[config.mk]
export PLATFORM = sky130hd
export DESIGN_NAME = gpio_port
export DESIGN_NICKNAME = d
export VERILOG_FILES = /design/src/rtl/gpio_pkg.sv /design/src/rtl/gpio_regs.sv /design/src/rtl/gpio_sync.sv /design/src/rtl/gpio_pin_ctrl.sv /design/src/rtl/gpio_irq.sv /design/src/rtl/gpio_port.sv
export SDC_FILE = /design/constraint.sdc
export NUM_CORES = 1
export LEC_CHECK = 0
export ABC_AREA = 1
export BUFFER_PORTS_ARGS = -buffer_cell sky130_fd_sc_hd__buf_4
export CELL_PAD_IN_SITES_DETAIL_PLACEMENT = 1
export CELL_PAD_IN_SITES_GLOBAL_PLACEMENT = 2
export CORE_MARGIN = 2
export CORE_UTILIZATION = 28
export DETAILED_ROUTE_END_ITERATION = 6
export PLACE_DENSITY_LB_ADDON = 0.08
export SLEW_MARGIN = 20
export SYNTH_ARGS = -nofsm -noshare
export SYNTH_HDL_FRONTEND = slang
export SYNTH_SLANG_ARGS = --single-unit
export TNS_END_PERCENT = 1
[constraint.sdc]
create_clock -name clk_i -period 1.02 [get_ports clk_i]
set_input_delay 0.051 -clock clk_i [delete_from_list [all_inputs] [get_ports clk_i]]
set_output_delay 0.051 -clock clk_i [all_outputs]
set_load 0.02 [all_outputs]
[src/rtl/gpio_pkg.sv]
package gpio_pkg;
  localparam int unsigned ADDR_W = 2;

  typedef enum logic [ADDR_W-1:0] {
    SEL_LATCH = 2'd0,
    SEL_DIR   = 2'd1,
    SEL_MODE  = 2'd2,
    SEL_NONE  = 2'd3
  } reg_sel_e;
endpackage

[src/rtl/gpio_regs.sv]
module gpio_regs
  import gpio_pkg::*;
#(
  parameter int unsigned NPINS = 8
) (
  input  logic                 clk_i,
  input  logic                 rst_ni,
  input  logic                 bus_sel_i,
  input  logic                 bus_we_i,
  input  logic [ADDR_W-1:0]    bus_addr_i,
  input  logic [NPINS-1:0]     bus_wdata_i,
  input  logic [NPINS-1:0]     pin_lvl_i,
  output logic [NPINS-1:0]     bus_rdata_o,
  output logic [NPINS-1:0]     latch_o,
  output logic [NPINS-1:0]     dir_o,
  output logic [NPINS-1:0]     mode_o
);
  logic [NPINS-1:0] latch_q, dir_q, mode_q;
  logic             wr;

  assign wr = bus_sel_i & bus_we_i;

  always_ff @(posedge clk_i or negedge rst_ni) begin
    if (!rst_ni) begin
      latch_q <= '0;
      dir_q   <= '0;
      mode_q  <= '0;
    end else if (wr) begin
      case (reg_sel_e'(bus_addr_i))
        SEL_LATCH: latch_q <= bus_wdata_i;
        SEL_DIR:   dir_q   <= bus_wdata_i;
        SEL_MODE:  mode_q  <= bus_wdata_i;
        default: ;
      endcase
    end
  end

  // per bit: outputs read the latch, inputs read the pin
  always_comb begin
    case (reg_sel_e'(bus_addr_i))
      SEL_LATCH: bus_rdata_o = (dir_q & latch_q) | (~dir_q & pin_lvl_i);
      SEL_DIR:   bus_rdata_o = dir_q;
      SEL_MODE:  bus_rdata_o = mode_q;
      default:   bus_rdata_o = '0;
    endcase
  end

  assign latch_o = latch_q;
  assign dir_o   = dir_q;
  assign mode_o  = mode_q;

  assert_rsvd_write_R11: assert property (@(posedge clk_i) disable iff (!rst_ni)
    (wr && bus_addr_i == SEL_NONE) |=> ($stable(latch_q) && $stable(dir_q) && $stable(mode_q)));
endmodule

[src/rtl/gpio_sync.sv]
module gpio_sync #(
  parameter int unsigned NPINS  = 8,
  parameter int unsigned STAGES = 2
) (
  input  logic             clk_i,
  input  logic             rst_ni,
  input  logic [NPINS-1:0] pad_i,
  output logic [NPINS-1:0] lvl_o
);
  logic [NPINS-1:0] stage_q [STAGES];

  for (genvar s = 0; s < STAGES; s++) begin : g_stage
    always_ff @(posedge clk_i or negedge rst_ni) begin
      if (!rst_ni) stage_q[s] <= '0;
      else if (s == 0) stage_q[s] <= pad_i;
      else stage_q[s] <= stage_q[(s == 0) ? 0 : s-1];
    end
  end

  assign lvl_o = stage_q[STAGES-1];

  logic [1:0] age_q;
  always_ff @(posedge clk_i or negedge rst_ni) begin
    if (!rst_ni) age_q <= '0;
    else if (age_q != 2'd3) age_q <= age_q + 2'd1;
  end

  assert_sync_delay_R3: assert property (@(posedge clk_i) disable iff (!rst_ni)
    (STAGES == 2 && age_q == 2'd3) |-> (lvl_o == $past(pad_i, 2)));
endmodule

[src/rtl/gpio_pin_ctrl.sv]
module gpio_pin_ctrl #(
  parameter int unsigned NPINS = 8
) (
  input  logic [NPINS-1:0] latch_i,
  input  logic [NPINS-1:0] dir_i,
  input  logic [NPINS-1:0] mode_i,
  input  logic [NPINS-1:0] alt_en_i,
  input  logic [NPINS-1:0] alt_do_i,
  output logic [NPINS-1:0] pad_o,
  output logic [NPINS-1:0] pad_oe_o,
  output logic [NPINS-1:0] pad_pu_o,
  output logic [NPINS-1:0] irq_en_o
);
  for (genvar n = 0; n < NPINS; n++) begin : g_pin
    logic drv, val, odrain;
    assign drv    = dir_i[n] | alt_en_i[n];
    assign val    = alt_en_i[n] ? alt_do_i[n] : latch_i[n];
    assign odrain = mode_i[n];
    always_comb begin
      pad_oe_o[n] = 1'b0;
      pad_o[n]    = 1'b0;
      if (drv) begin
        if (odrain) begin
          pad_oe_o[n] = ~val;
        end else begin
          pad_oe_o[n] = 1'b1;
          pad_o[n]    = val;
        end
      end
    end
    assign pad_pu_o[n] = ~drv & mode_i[n];
    assign irq_en_o[n] = ~drv & mode_i[n];
  end
endmodule

[src/rtl/gpio_irq.sv]
module gpio_irq #(
  parameter int unsigned NPINS = 8
) (
  input  logic [NPINS-1:0] lvl_i,
  input  logic [NPINS-1:0] en_i,
  output logic             irq_n_o
);
  assign irq_n_o = &(lvl_i | ~en_i);
endmodule

[src/rtl/gpio_port.sv]
module gpio_port
  import gpio_pkg::*;
#(
  parameter int unsigned NPINS = 8
) (
  input  logic              clk_i,
  input  logic              rst_ni,
  input  logic              bus_sel_i,
  input  logic              bus_we_i,
  input  logic [ADDR_W-1:0] bus_addr_i,
  input  logic [NPINS-1:0]  bus_wdata_i,
  output logic [NPINS-1:0]  bus_rdata_o,
  input  logic [NPINS-1:0]  pad_i,
  output logic [NPINS-1:0]  pad_o,
  output logic [NPINS-1:0]  pad_oe_o,
  output logic [NPINS-1:0]  pad_pu_o,
  input  logic [NPINS-1:0]  alt_en_i,
  input  logic [NPINS-1:0]  alt_do_i,
  output logic              irq_n_o
);
  logic [NPINS-1:0] lvl, latch, dir, mode, irq_en;

  gpio_sync #(.NPINS(NPINS), .STAGES(2)) i_sync (
    .clk_i, .rst_ni, .pad_i, .lvl_o(lvl)
  );

  gpio_regs #(.NPINS(NPINS)) i_regs (
    .clk_i, .rst_ni, .bus_sel_i, .bus_we_i, .bus_addr_i, .bus_wdata_i,
    .pin_lvl_i(lvl), .bus_rdata_o, .latch_o(latch), .dir_o(dir), .mode_o(mode)
  );

  gpio_pin_ctrl #(.NPINS(NPINS)) i_ctrl (
    .latch_i(latch), .dir_i(dir), .mode_i(mode), .alt_en_i, .alt_do_i,
    .pad_o, .pad_oe_o, .pad_pu_o, .irq_en_o(irq_en)
  );

  gpio_irq #(.NPINS(NPINS)) i_irq (
    .lvl_i(lvl), .en_i(irq_en), .irq_n_o
  );

  assert_no_pull_on_output_R8: assert property (@(posedge clk_i) disable iff (!rst_ni)
    (pad_pu_o & dir) == '0);

  assert_od_never_high_R7: assert property (@(posedge clk_i) disable iff (!rst_ni)
    (pad_o & mode) == '0);

  assert_irq_source_R10: assert property (@(posedge clk_i) disable iff (!rst_ni)
    !irq_n_o |-> ((pad_pu_o & ~lvl) != '0));

  assert_alt_drives_R9: assert property (@(posedge clk_i) disable iff (!rst_ni)
    ((alt_en_i & ~mode) & ~pad_oe_o) == '0);
endmodule

==> results of run 1 <==
[worst max-delay path: stages, from the launching register on]
cell and delay, ps:
dfrtp_1 410, nor2_2 150, nand3_1 90, nand2_1 70, inv_2 40, nand2_2 70
nor2_2 50, buf_6 120
[per-layer routing]
| metal | vias up | GRT usage | routed length (um) |
|---|---|---|---|
| met4 | 0 | 0.0475 | 89 |
| li1 | 1035 | - | - |
| met5 | - | 0 | 0 |
| met1 | 976 | 0.192 | 2490 |
| met2 | 42 | 0.271 | 3010 |
| met3 | 7 | 0.0342 | 238 |
[worst max-delay path by stage]
stage | startpoint | end | slack (ps) | cells past startpoint
2_1_floorplan | i_regs.dir_o[5]$_DFFE_PN0P_ | pad_o[5] | -30 | 2
3_3_place_gp | i_regs.dir_o[5]$_DFFE_PN0P_ | irq_n_o | -20 | 7
3_5_place_dp | i_regs.dir_o[4]$_DFFE_PN0P_ | irq_n_o | -60 | 7
4_1_cts | i_regs.dir_o[5]$_DFFE_PN0P_ | irq_n_o | -350 | 7
5_1_grt | i_regs.dir_o[4]$_DFFE_PN0P_ | irq_n_o | -410 | 7
6_report | i_regs.dir_o[4]$_DFFE_PN0P_ | irq_n_o | -320 | 7
[registers in the layout, indices dropped and copies added, names as in the netlist]
register and count:
i_sync.stage_q 8, i_regs.dir_o 8, i_sync.lvl_o 8, i_regs.latch_o 8, i_regs.mode_o 8
[synthesized netlist by cell type]
| library cell | count | area share |
|---|---|---|
| buf_6 | 2 | 0.011 |
| o21ai_0 | 33 | 0.081 |
| nand3b_1 | 4 | 0.015 |
| buf_2 | 1 | 0.0025 |
| o21ai_2 | 16 | 0.069 |
| o211ai_1 | 3 | 0.011 |
| inv_2 | 2 | 0.0037 |
| nand2_2 | 5 | 0.015 |
| nor3_1 | 8 | 0.020 |
| o21ai_1 | 2 | 0.0049 |
| nand2_4 | 2 | 0.011 |
| dfrtp_1 | 40 | 0.49 |
| inv_1 | 26 | 0.048 |
| nor2_1 | 11 | 0.020 |
| nor3b_1 | 8 | 0.030 |
| nand3_1 | 13 | 0.032 |
| a21oi_1 | 2 | 0.0049 |
| nor2_4 | 3 | 0.017 |
| nand2_1 | 60 | 0.11 |
[cells by family (layout without fill, tap and decap cells)]
group	after synthesis	in the layout
flip-flops	40	40
AND/OR/NAND/NOR	114	114
AO/OA/AOI/OAI	56	56
buffers and inverters	31	152
[repair_timing]
item                                    4_1_cts  5_1_grt
hold endpoints to repair                     48        0
endpoints found under the setup margin       33       33
resized for setup                            66       29
hold buffers                                  9        0
setup buffers                                 1        1
pin swaps                                    16       17
[area by class of cell]
class,instances,share of cell area
flip-flops and latches,40,0.298
well taps,99,0.0369
clock inverters,1,0.00149
repair buffers,117,0.287
inverters,28,0.0313
clock buffers,6,0.0216
multi-input cells,170,0.324
[power groups by stage]
stage               Combinational (mW)  Sequential (mW)  Clock [mW]
floorplan                        0.844             2.00           0
global placement                  1.86             1.94           0
detailed placement                1.87             1.95           0
CTS                               2.09             1.94        1.04
global route                      2.37             1.98        1.10
finish                            2.17             1.95       0.989
==> metrics list, run 1 <==
* Inserted Clock Buffers: 5
- The worst path in the final design needs a cycle of 1340 ps, including I/O delays and setup.
- Of all nets on the critical path, the largest fanout is 3.
- In this run the cell area measured after placement is 2920 um^2.
- After layout, the worst setup slack is -315 ps.
- After legalization and detailed placement, the total HPWL measured 4290 um.
- Of the total synthesized cell area, the portion taken by XOR and XNOR cells is 0.
- The worst register-to-register path has a depth of 4.
* Required time of the critical path: 970 ps
- The worst setup path is launched from a flop.
- The share of total power dissipated in sequential elements is 0.381.
* Final setup violation count: 33
- Total of max-cap violations: 0
- Total negative slack: -7240 ps
- Number of iterations in the first detailed-routing pass: 4
- At the placement stage, the worst setup path has a slack of -61.6 ps.
- Measured on the finished design, the core utilization comes to 0.471.
* IO Pins: 71
- The worst-case IR drop observed on VDD is 712 uV.
- Floorplan core area: 7140 um^2
- The number of nets handed over by synthesis was 279.
* Post-route clock skew: 5.25 ps
- Routed length per placed instance: 12.6 um
- Clock latency on the worst-skew pair: 290 ps
* Total count of max-transition violations in the final report: 0
- The tightest min-delay check is of the in -> reg type.
- RSZ-0062 raised after global routing: true
- Input and output buffers added on the ports amount to 70.
* #FFs+latches synth: 40
- After detailed routing, the total wire length is 5830 um.
- Number of H-tree levels: 2
- After synthesis, the largest family of logic cells by area is simple AND/OR/NAND/NOR gates.
* Total number of placement rows: 31
- Full die area: 7950 um^2
- Final hold violations: 0
- Result of the run: finished with violations
* Mean number of vias per cell: 4.47
* Worst reg2reg path endpoint: i_regs.dir_o[1]$_DFFE_PN0P_
- Relative slew slack: 0.664
- Total net switching power: 1.76 mW
- Clock tree synthesis selected as its root buffer the cell clkbuf_8.
- The count of nets left with antenna violations once routing finished came out at 0.
* Ratio of cells with drive above 1 in the final layout: 0.533
* Internal power contribution: 3.34 mW
- Basic-gate share of the synthesized area counting and, or, nand and nor cells: 0.270
* Post-synthesis adder-cell area fraction: 0
- TritonCTS clock tree: yes
- In this run, distinct cell masters in the synthesized netlist total 19.
- Synthesis produced a netlist whose cell count is 241.
* Initial Utilization: 0.285
- In the routed design, unresolved DRC markers number 0.
- Netlist area before placement: 2030 um^2
* Multi-input gate area: 1090 um^2
- The checks that failed: setup timing.
* Switching share of power: 0.346
- First-pass GRT wire length: 9400 um
- Detailed Route Iter0 Violations: 40
* Hold path start: bus_wdata_i[5]
- Compared with the post-synthesis result, the final layout area differs by 65.5%.
* Largest net degree at the start of global routing: 41
* Compound-Gate Fraction of Synth Area: 0.171
* Final standard cell area without fillers: 3360 um^2
* Tot GR Track Use: 0.155
* Top library cells by usage in the layout, fill and taps aside: buf_4, nand2_1, dfrtp_1
- The number of antenna diodes in the final layout is 0.
- Hold Path Sink: i_regs.dir_o[5]$_DFFE_PN0P_
- For this design the ratio of total power to cell area is 1520 nW/um^2.
* Critical Setup Path Class: reg -> out
- The share of total power dissipated in the clock network is 0.194.
- The design draws 5.10 mW.
- The filler cells instantiated in the layout total 877.
* Arrival time at the worst endpoint: 1280 ps
- Static timing analysis puts the maximum clock frequency at 749 MHz.
- Clock sink count: 40
- Maximum clock path buffer count: 2
* Worst reg2reg setup slack: 100 ps
- The via count of the first global-routing pass came to 2,000.
- Summed over all cells, the static leakage comes to 1.68 nW.
- The share of total power dissipated in combinational logic is 0.425.
- From bottom edge to top edge, the die measures 89.2 um.
- Startpoint of the lowest-slack register-to-register path: i_regs.dir_o[1]$_DFFE_PN0P_
- Multiplexer share of the synthesized area: 0
* Clock-pin slew on the worst setup and hold paths: 80 ps
- Worst-margin pin slew: 504 ps
- Hold Path Stages: 3
- Die Span X: 89.2 um
* Final-stage net count: 400
- The routed layout has 2,060 vias.
* Avg Synthesized Cell Area: 8.43 um^2
- Routability-driven placement finished with a final weighted congestion of 0.777.
* Warnings, synthesis: 0
- Antenna violations before repair: 0
- Most common cell after layout, fill and taps aside: buf_4
- Summed over all layers, the global routing overflow is 0.
- STA classifies the critical path endpoint as an output pin.
- For this run, the register share of the synthesized area comes to 0.493.
- Worst-case hold slack: 54.6 ps
* Non-Filler Instances: 461
- Area taken by flip-flops and latches: 1000 um^2
- After detailed placement, the design holds a cell count of 443.
* Part of the cycle the worst path needs: 1.31
(Power assumes the default switching activity.)
==> run 2, diff against run 1 <==
Settings changed: BUFFER_PORTS_ARGS -buffer_cell sky130_fd_sc_hd__buf_4 to -buffer_cell sky130_fd_sc_hd__buf_2.
==> metrics list, run 2 (synthesis gave the netlist of run 1 again) <==
* Result of the run: finished with violations
- The checks that failed: setup timing.
- For this design, the sink count on the clock tree is 40.
- Relative to the synthesized area, the layout overhead comes to 60.8%.
* Arrival time at the worst endpoint: 1270 ps
- Clock-pin slew on the worst setup and hold paths: 70 ps
- Largest voltage drop on the vdd net: 614 uV
* Post-route DRC: 0
* Required time of the critical path: 970 ps
- The share of total power dissipated in combinational logic is 0.418.
- Across the routed clock network, the largest skew measured is 1.96 ps.
- Measured in cells, the most critical reg-to-reg path has a length of 4.
- For flop-to-flop paths, the worst setup slack is 110 ps.
- Dividing the final minimum period by the clock period gives 1.29.
- Worst-case hold slack: 60.6 ps
- Summing all placed instances gives a cell area of 2780 um^2.
- Antenna violations before repair: 0
- The library cells used most frequently in the layout, excluding fill and tap cells, are nand2_1, buf_4, buf_2.
* Kind of capture point of the worst setup path: output pin
* Worst reg2reg path endpoint: i_regs.dir_o[2]$_DFFE_PN0P_
* Number of vias in the routed layout: 2,063
* Half-perimeter wire length after detailed placement: 4290 um
- At the end of routability-driven placement, the weighted congestion stood at 0.740.
- Of the total power, the clock network draws 0.195.
* Mean number of vias per cell: 4.44
- Total net switching power: 1.74 mW
- For this design the ratio of total power to cell area is 1550 nW/um^2.
- Share of power burned in registers: 0.387
- During I/O placement, the number of pins put on the boundary was 71.
- Total count of max-transition violations in the final report: 0
- TritonCTS clock tree: yes
- The floorplan step set the die height to 89.2 um.
- Number of iterations in the first detailed-routing pass: 4
- Ratio of cells with drive above 1 in the final layout: 0.516
- The first global-routing pass estimated 9150 um of wire.
- Relative slew slack: 0.784
* Clock latency on the worst-skew pair: 280 ps
- # port buffers: 70
- Full die area: 7950 um^2
- Entering global routing, the biggest net connects 41 pins.
- Most common cell after layout, fill and taps aside: nand2_1
- Type of the most critical hold path: in -> reg
- Hold Path Stages: 3
- Setup slack on the critical path of the routed design comes to -300 ps.
* Via count of the first global-routing pass: 1,994
- The H-tree generated during clock tree synthesis spans 2 levels.
- Counting I/O delays and the setup requirement, the final critical path takes 1320 ps.
- The worst hold path begins at bus_wdata_i[5].
- Total inserted antenna cells: 0
- Routed length per placed instance: 12.3 um
- Initial Utilization: 0.285
* RSZ-0062 raised after global routing: true
- Final hold violations: 0
- The critical path is of the reg -> out type.
- For this run the aggregate overflow at the end of global routing stands at 0.
- Of the total power, the share spent switching nets is 0.346.
* Inserted Clock Buffers: 5
* Total of max-cap violations: 0
- Across every metal layer, demand over resource in global routing totals 0.150.
- Of all nets on the critical path, the largest fanout is 4.
- Based on the critical path, the design can be clocked at up to 758 MHz.
- Setup violations remaining at the end of the flow were counted as 33.
- In the final design database the tool counted 404 nets.
* Die Span X: 89.2 um
- The region available for standard cell placement spans 7140 um^2.
* Maximum clock path buffer count: 2
* Startpoint of the lowest-slack register-to-register path: i_regs.dir_o[2]$_DFFE_PN0P_
- The internal power of the cells totals 3.30 mW.
* Startpoint type of the worst setup path: flop
- Antenna Violating Nets Remaining: 0
* Total number of placement rows: 31
* Leakage power of the design: 1.65 nW
- Worst-margin pin slew: 322 ps
- The final layout contains routed wiring with a total length of 5730 um.
* Detailed Route Iter0 Violations: 46
- In this run the clock root is driven by a clkbuf_8.
- Hold Path Sink: i_regs.mode_o[5]$_DFFE_PN0P_
- Final standard cell area without fillers: 3260 um^2
==> run 2: changes by cell type in the layout (fill, tap and decap cells not counted), sizes merged <==
cell / previous run / this run
buf: 108 / 112
==> run 2: what timing repair did <==
action	in CTS	in global routing
gates resized for setup	83	31
setup endpoints to repair	33	33
buffers inserted	1	2
endpoints found under the hold margin	48	0
pin swaps	20	12
hold buffers	9	0
==> run 2: how the worst max path moves through the flow <==
stage,startpoint,to,cells past startpoint
CTS,i_regs.dir_o[4]$_DFFE_PN0P_,bus_rdata_o[4],6
global placement,i_regs.dir_o[2]$_DFFE_PN0P_,bus_rdata_o[2],5
detailed placement,i_regs.dir_o[4]$_DFFE_PN0P_,irq_n_o,7
global route,i_regs.dir_o[4]$_DFFE_PN0P_,bus_rdata_o[4],5
finish,i_regs.dir_o[4]$_DFFE_PN0P_,bus_rdata_o[4],6
floorplan,i_regs.dir_o[5]$_DFFE_PN0P_,pad_o[5],2
==> run 2: per-layer routing <==
metal | GRT usage | wire, um | up-vias | share of wire
met3 | 0.0240 | 194 | 7 | 0.034
met5 | 0 | 0 | - | 0
met1 | 0.184 | 2480 | 960 | 0.43
met2 | 0.261 | 2960 | 41 | 0.52
met4 | 0.0597 | 98 | 0 | 0.017
li1 | - | - | 1055 | -
==> run 2: final cells by class <==
cell class | count | area (um^2)
clock buffers | 6 | 72.6
clock inverters | 1 | 5.00
fillers | 875 | 3870
inverters | 28 | 105
multi-input cells | 170 | 1060
flip-flops and latches | 40 | 1000
well taps | 99 | 124
repair buffers | 121 | 901
==> run 2: critical path: stages, from the launching register on <==
cell and delay, ps:
dfrtp_1 400, buf_4 160, nand2_1 50, o21ai_0 70, nand2_1 90, nand3_2 70
buf_6 130
==> run 2: power by group through the flow <==
stage,Combinational (mW),Clock [mW],Sequential (mW)
after floorplan,0.844,0,2.00
after global placement,1.71,0,1.94
after detailed placement,1.73,0,1.95
after CTS,2.03,1.04,1.94
after global routing,2.31,1.09,1.98
final,2.11,0.982,1.95
==> run 2: per-stage QoR <==
step / setup TNS, ps / instances / setup WS (ps) / utilization / total power [mW]
after floorplan: -97.8 / 241 / -28.5 / - / 2.85
after global placement: -107 / 446 / -29.7 / 0.390 / 3.66
after detailed placement: -201 / 446 / -87.5 / 0.390 / 3.68
after CTS: -8080 / 463 / -311 / 0.443 / 5.01
after global routing: -9370 / 465 / -412 / 0.457 / 5.38
final: -7180 / 465 / -300 / 0.457 / 5.04
==> run 3, diff against run 2 <==
Settings changed: RECOVER_POWER from default to 25.
==> metrics list, run 3 (synthesis gave the netlist of run 1 again) <==
- TritonCTS clock tree: yes
* Worst-path maximum fanout: 4
- CTS built an H-tree with a depth of 2.
- After detailed routing, the number of vias per cell comes to 4.44.
- In this run the clock root is driven by a clkbuf_8.
- Traced cell by cell, the critical path runs through buf_4 > nand2_1 > o21ai_0 > nand2_1 > nand3_2 > buf_6.
- Number of vias in the routed layout: 2,065
- Final-stage net count: 404
- Total power per unit cell area: 1550 nW/um^2
* Post-route DRC: 0
- Worst-case hold slack: 60.6 ps
- Result of the run: finished with violations
- Clock latency on the worst-skew pair: 280 ps
* Ratio of cells with drive above 1 in the final layout: 0.516
* Leakage power of the design: 1.65 nW
- Hold Path Stages: 3
- The repair_antennas step left the layout with diodes totalling 0.
- At the worst endpoint, the arrival time is 1270 ps.
- Clock sink count: 40
- At the pin with the least slew margin, the transition time is 560 ps.
- Counting stages on the worst path, the most repeated cell is nand2_1.
- Area growth from synthesis to layout: 60.1%
- Maximum clock path buffer count: 2
- Initial Utilization: 0.285
- Non-Filler Instances: 465
- Worst reg2reg path endpoint: i_regs.dir_o[2]$_DFFE_PN0P_
- Final setup violation count: 33
- Startpoint of the lowest-slack register-to-register path: i_regs.dir_o[2]$_DFFE_PN0P_
* Hold path start: bus_wdata_i[5]
* RSZ-0062 raised after global routing: true
- For flop-to-flop paths, the worst setup slack is 110 ps.
* Relative slew slack: 0.626
* Kind of capture point of the worst setup path: output pin
* Antenna Violating Nets Remaining: 0
* FF-to-FF path depth: 4
* Total of max-cap violations: 0
* Startpoint type of the worst setup path: flop
- Half-perimeter wire length after detailed placement: 4290 um
* Max Clk Rate: 758 MHz
- Buffers inserted during clock tree synthesis total 5.
- After routing, the total negative slack on setup checks comes to -7190 ps.
* Failing checks: setup timing
- The floorplan step defined a die boundary enclosing 7950 um^2.
* Dpl cells: 446
- # port buffers: 70
* Post-route clock skew: 1.96 ps
- The min-delay analysis places its worst path in the category in -> reg.
* Number of iterations in the first detailed-routing pass: 4
- The top cell types in the final layout, fill and taps aside, are nand2_1, buf_4, buf_2.
* Final worst setup slack: -300 ps
- For the finished layout, the period the worst path requires is 1320 ps.
* Critical Setup Path Class: reg -> out
* Clock-pin slew on the worst setup and hold paths: 70 ps
- The number of endpoints with negative hold slack in the final report is 0.
- Largest net degree at the start of global routing: 41
- Tot GR Track Use: 0.150
- IO Pins: 71
- Required time of the critical path: 970 ps
- For this block, the initial DRC count from the detailed router was 46.
* Die Span X: 89.2 um
- The first global-routing pass estimated 9150 um of wire.
- Routed length per placed instance: 12.3 um
- Total count of max-transition violations in the final report: 0
* Vertical die dimension: 89.2 um
* Most common cell after layout, fill and taps aside: nand2_1
- IR analysis of the VDD net gives a maximum drop of 614 uV.
* Worst path top cell family by delay: flip-flops
* Total gr overflow: 0
- The initial antenna violation count is 0.
* Via count of the first global-routing pass: 1,994
* Worst Setup Slack post-DPL: -87.5 ps
- The worst hold path terminates at i_regs.mode_o[5]$_DFFE_PN0P_.
- Critical-path cell with the highest stage delay: dfrtp_1
* Critical path buffer and inverter count: 2
- After floorplanning, the core was sized to cover 7140 um^2.
- Critical Path Max Stage Delay: 400 ps
* Total number of placement rows: 31
- Routability-driven placement finished with a final weighted congestion of 0.740.
- Of the available clock period, the critical path in the final layout requires 1.29.
* DRT Wirelength: 5730 um
* Core occupancy in the finished layout: 0.456
==> run 3: cell types whose count changed in the layout (fill, tap and decap cells not counted), sizes merged <==
cell,previous run,this run
buf,112,111
clkbuf,6,7
==> run 3: worst reg2reg max path: cells and delay by family (launching register included) <==
kind | cells | cell delay [ps]
DFF | 1 | 390
buffers and inverters | 2 | 290
AOI/OAI and AO/OA | 1 | 50
and+or+nand+nor | 1 | 70
==> run 3: power by group <==
part           switching [mW]  leakage, nW  internal, mW
registers               0.156        0.488          1.80
clock network           0.518       0.0410         0.465
logic                    1.07         1.12          1.03
total                    1.74         1.65          3.29
==> run 3: cell type report <==
| cell class | count | area [um^2] |
|---|---|---|
| Clock buffer | 6 | 72.6 |
| Clock inverter | 1 | 5.00 |
| Fill cell | 876 | 3880 |
| Inverter | 28 | 105 |
| Multi-Input combinational cell | 170 | 1060 |
| Sequential cell | 40 | 1000 |
| Tap cell | 99 | 124 |
| Timing Repair Buffer | 121 | 888 |
==> run 3: worst max-delay path by stage <==
stage | end | cells past startpoint | slack, ps | start
after floorplan | pad_o[5] | 2 | -30 | i_regs.dir_o[5]$_DFFE_PN0P_
after global placement | bus_rdata_o[2] | 5 | -30 | i_regs.dir_o[2]$_DFFE_PN0P_
after detailed placement | irq_n_o | 7 | -90 | i_regs.dir_o[4]$_DFFE_PN0P_
after CTS | bus_rdata_o[4] | 6 | -310 | i_regs.dir_o[4]$_DFFE_PN0P_
after global routing | bus_rdata_o[4] | 5 | -410 | i_regs.dir_o[4]$_DFFE_PN0P_
final | bus_rdata_o[4] | 6 | -300 | i_regs.dir_o[4]$_DFFE_PN0P_
==> run 3: layer usage <==
layer	track usage	routed length, um
met5	0	0
met4	0.0597	98
met3	0.0240	194
met2	0.261	2970
met1	0.184	2470
==> run 3: per-stage QoR <==
stage | area, um^2 | power [mW]
5_1_grt | 3250 | 5.37
3_3_place_gp | 2780 | 3.66
4_1_cts | 3160 | 5.01
3_5_place_dp | 2780 | 3.68
2_1_floorplan | 2030 | 2.85
6_report | 3250 | 5.04
==> run 3: what timing repair did <==
| action | in CTS | in global routing |
|---|---|---|
| buffers inserted | 1 | 2 |
| gates resized for setup | 83 | 31 |
| endpoints found under the setup margin | 33 | 33 |
| pin swaps | 20 | 12 |
| gates cloned | 0 | 0 |
| hold endpoints to repair | 48 | 0 |
| hold buffers | 9 | 0 |
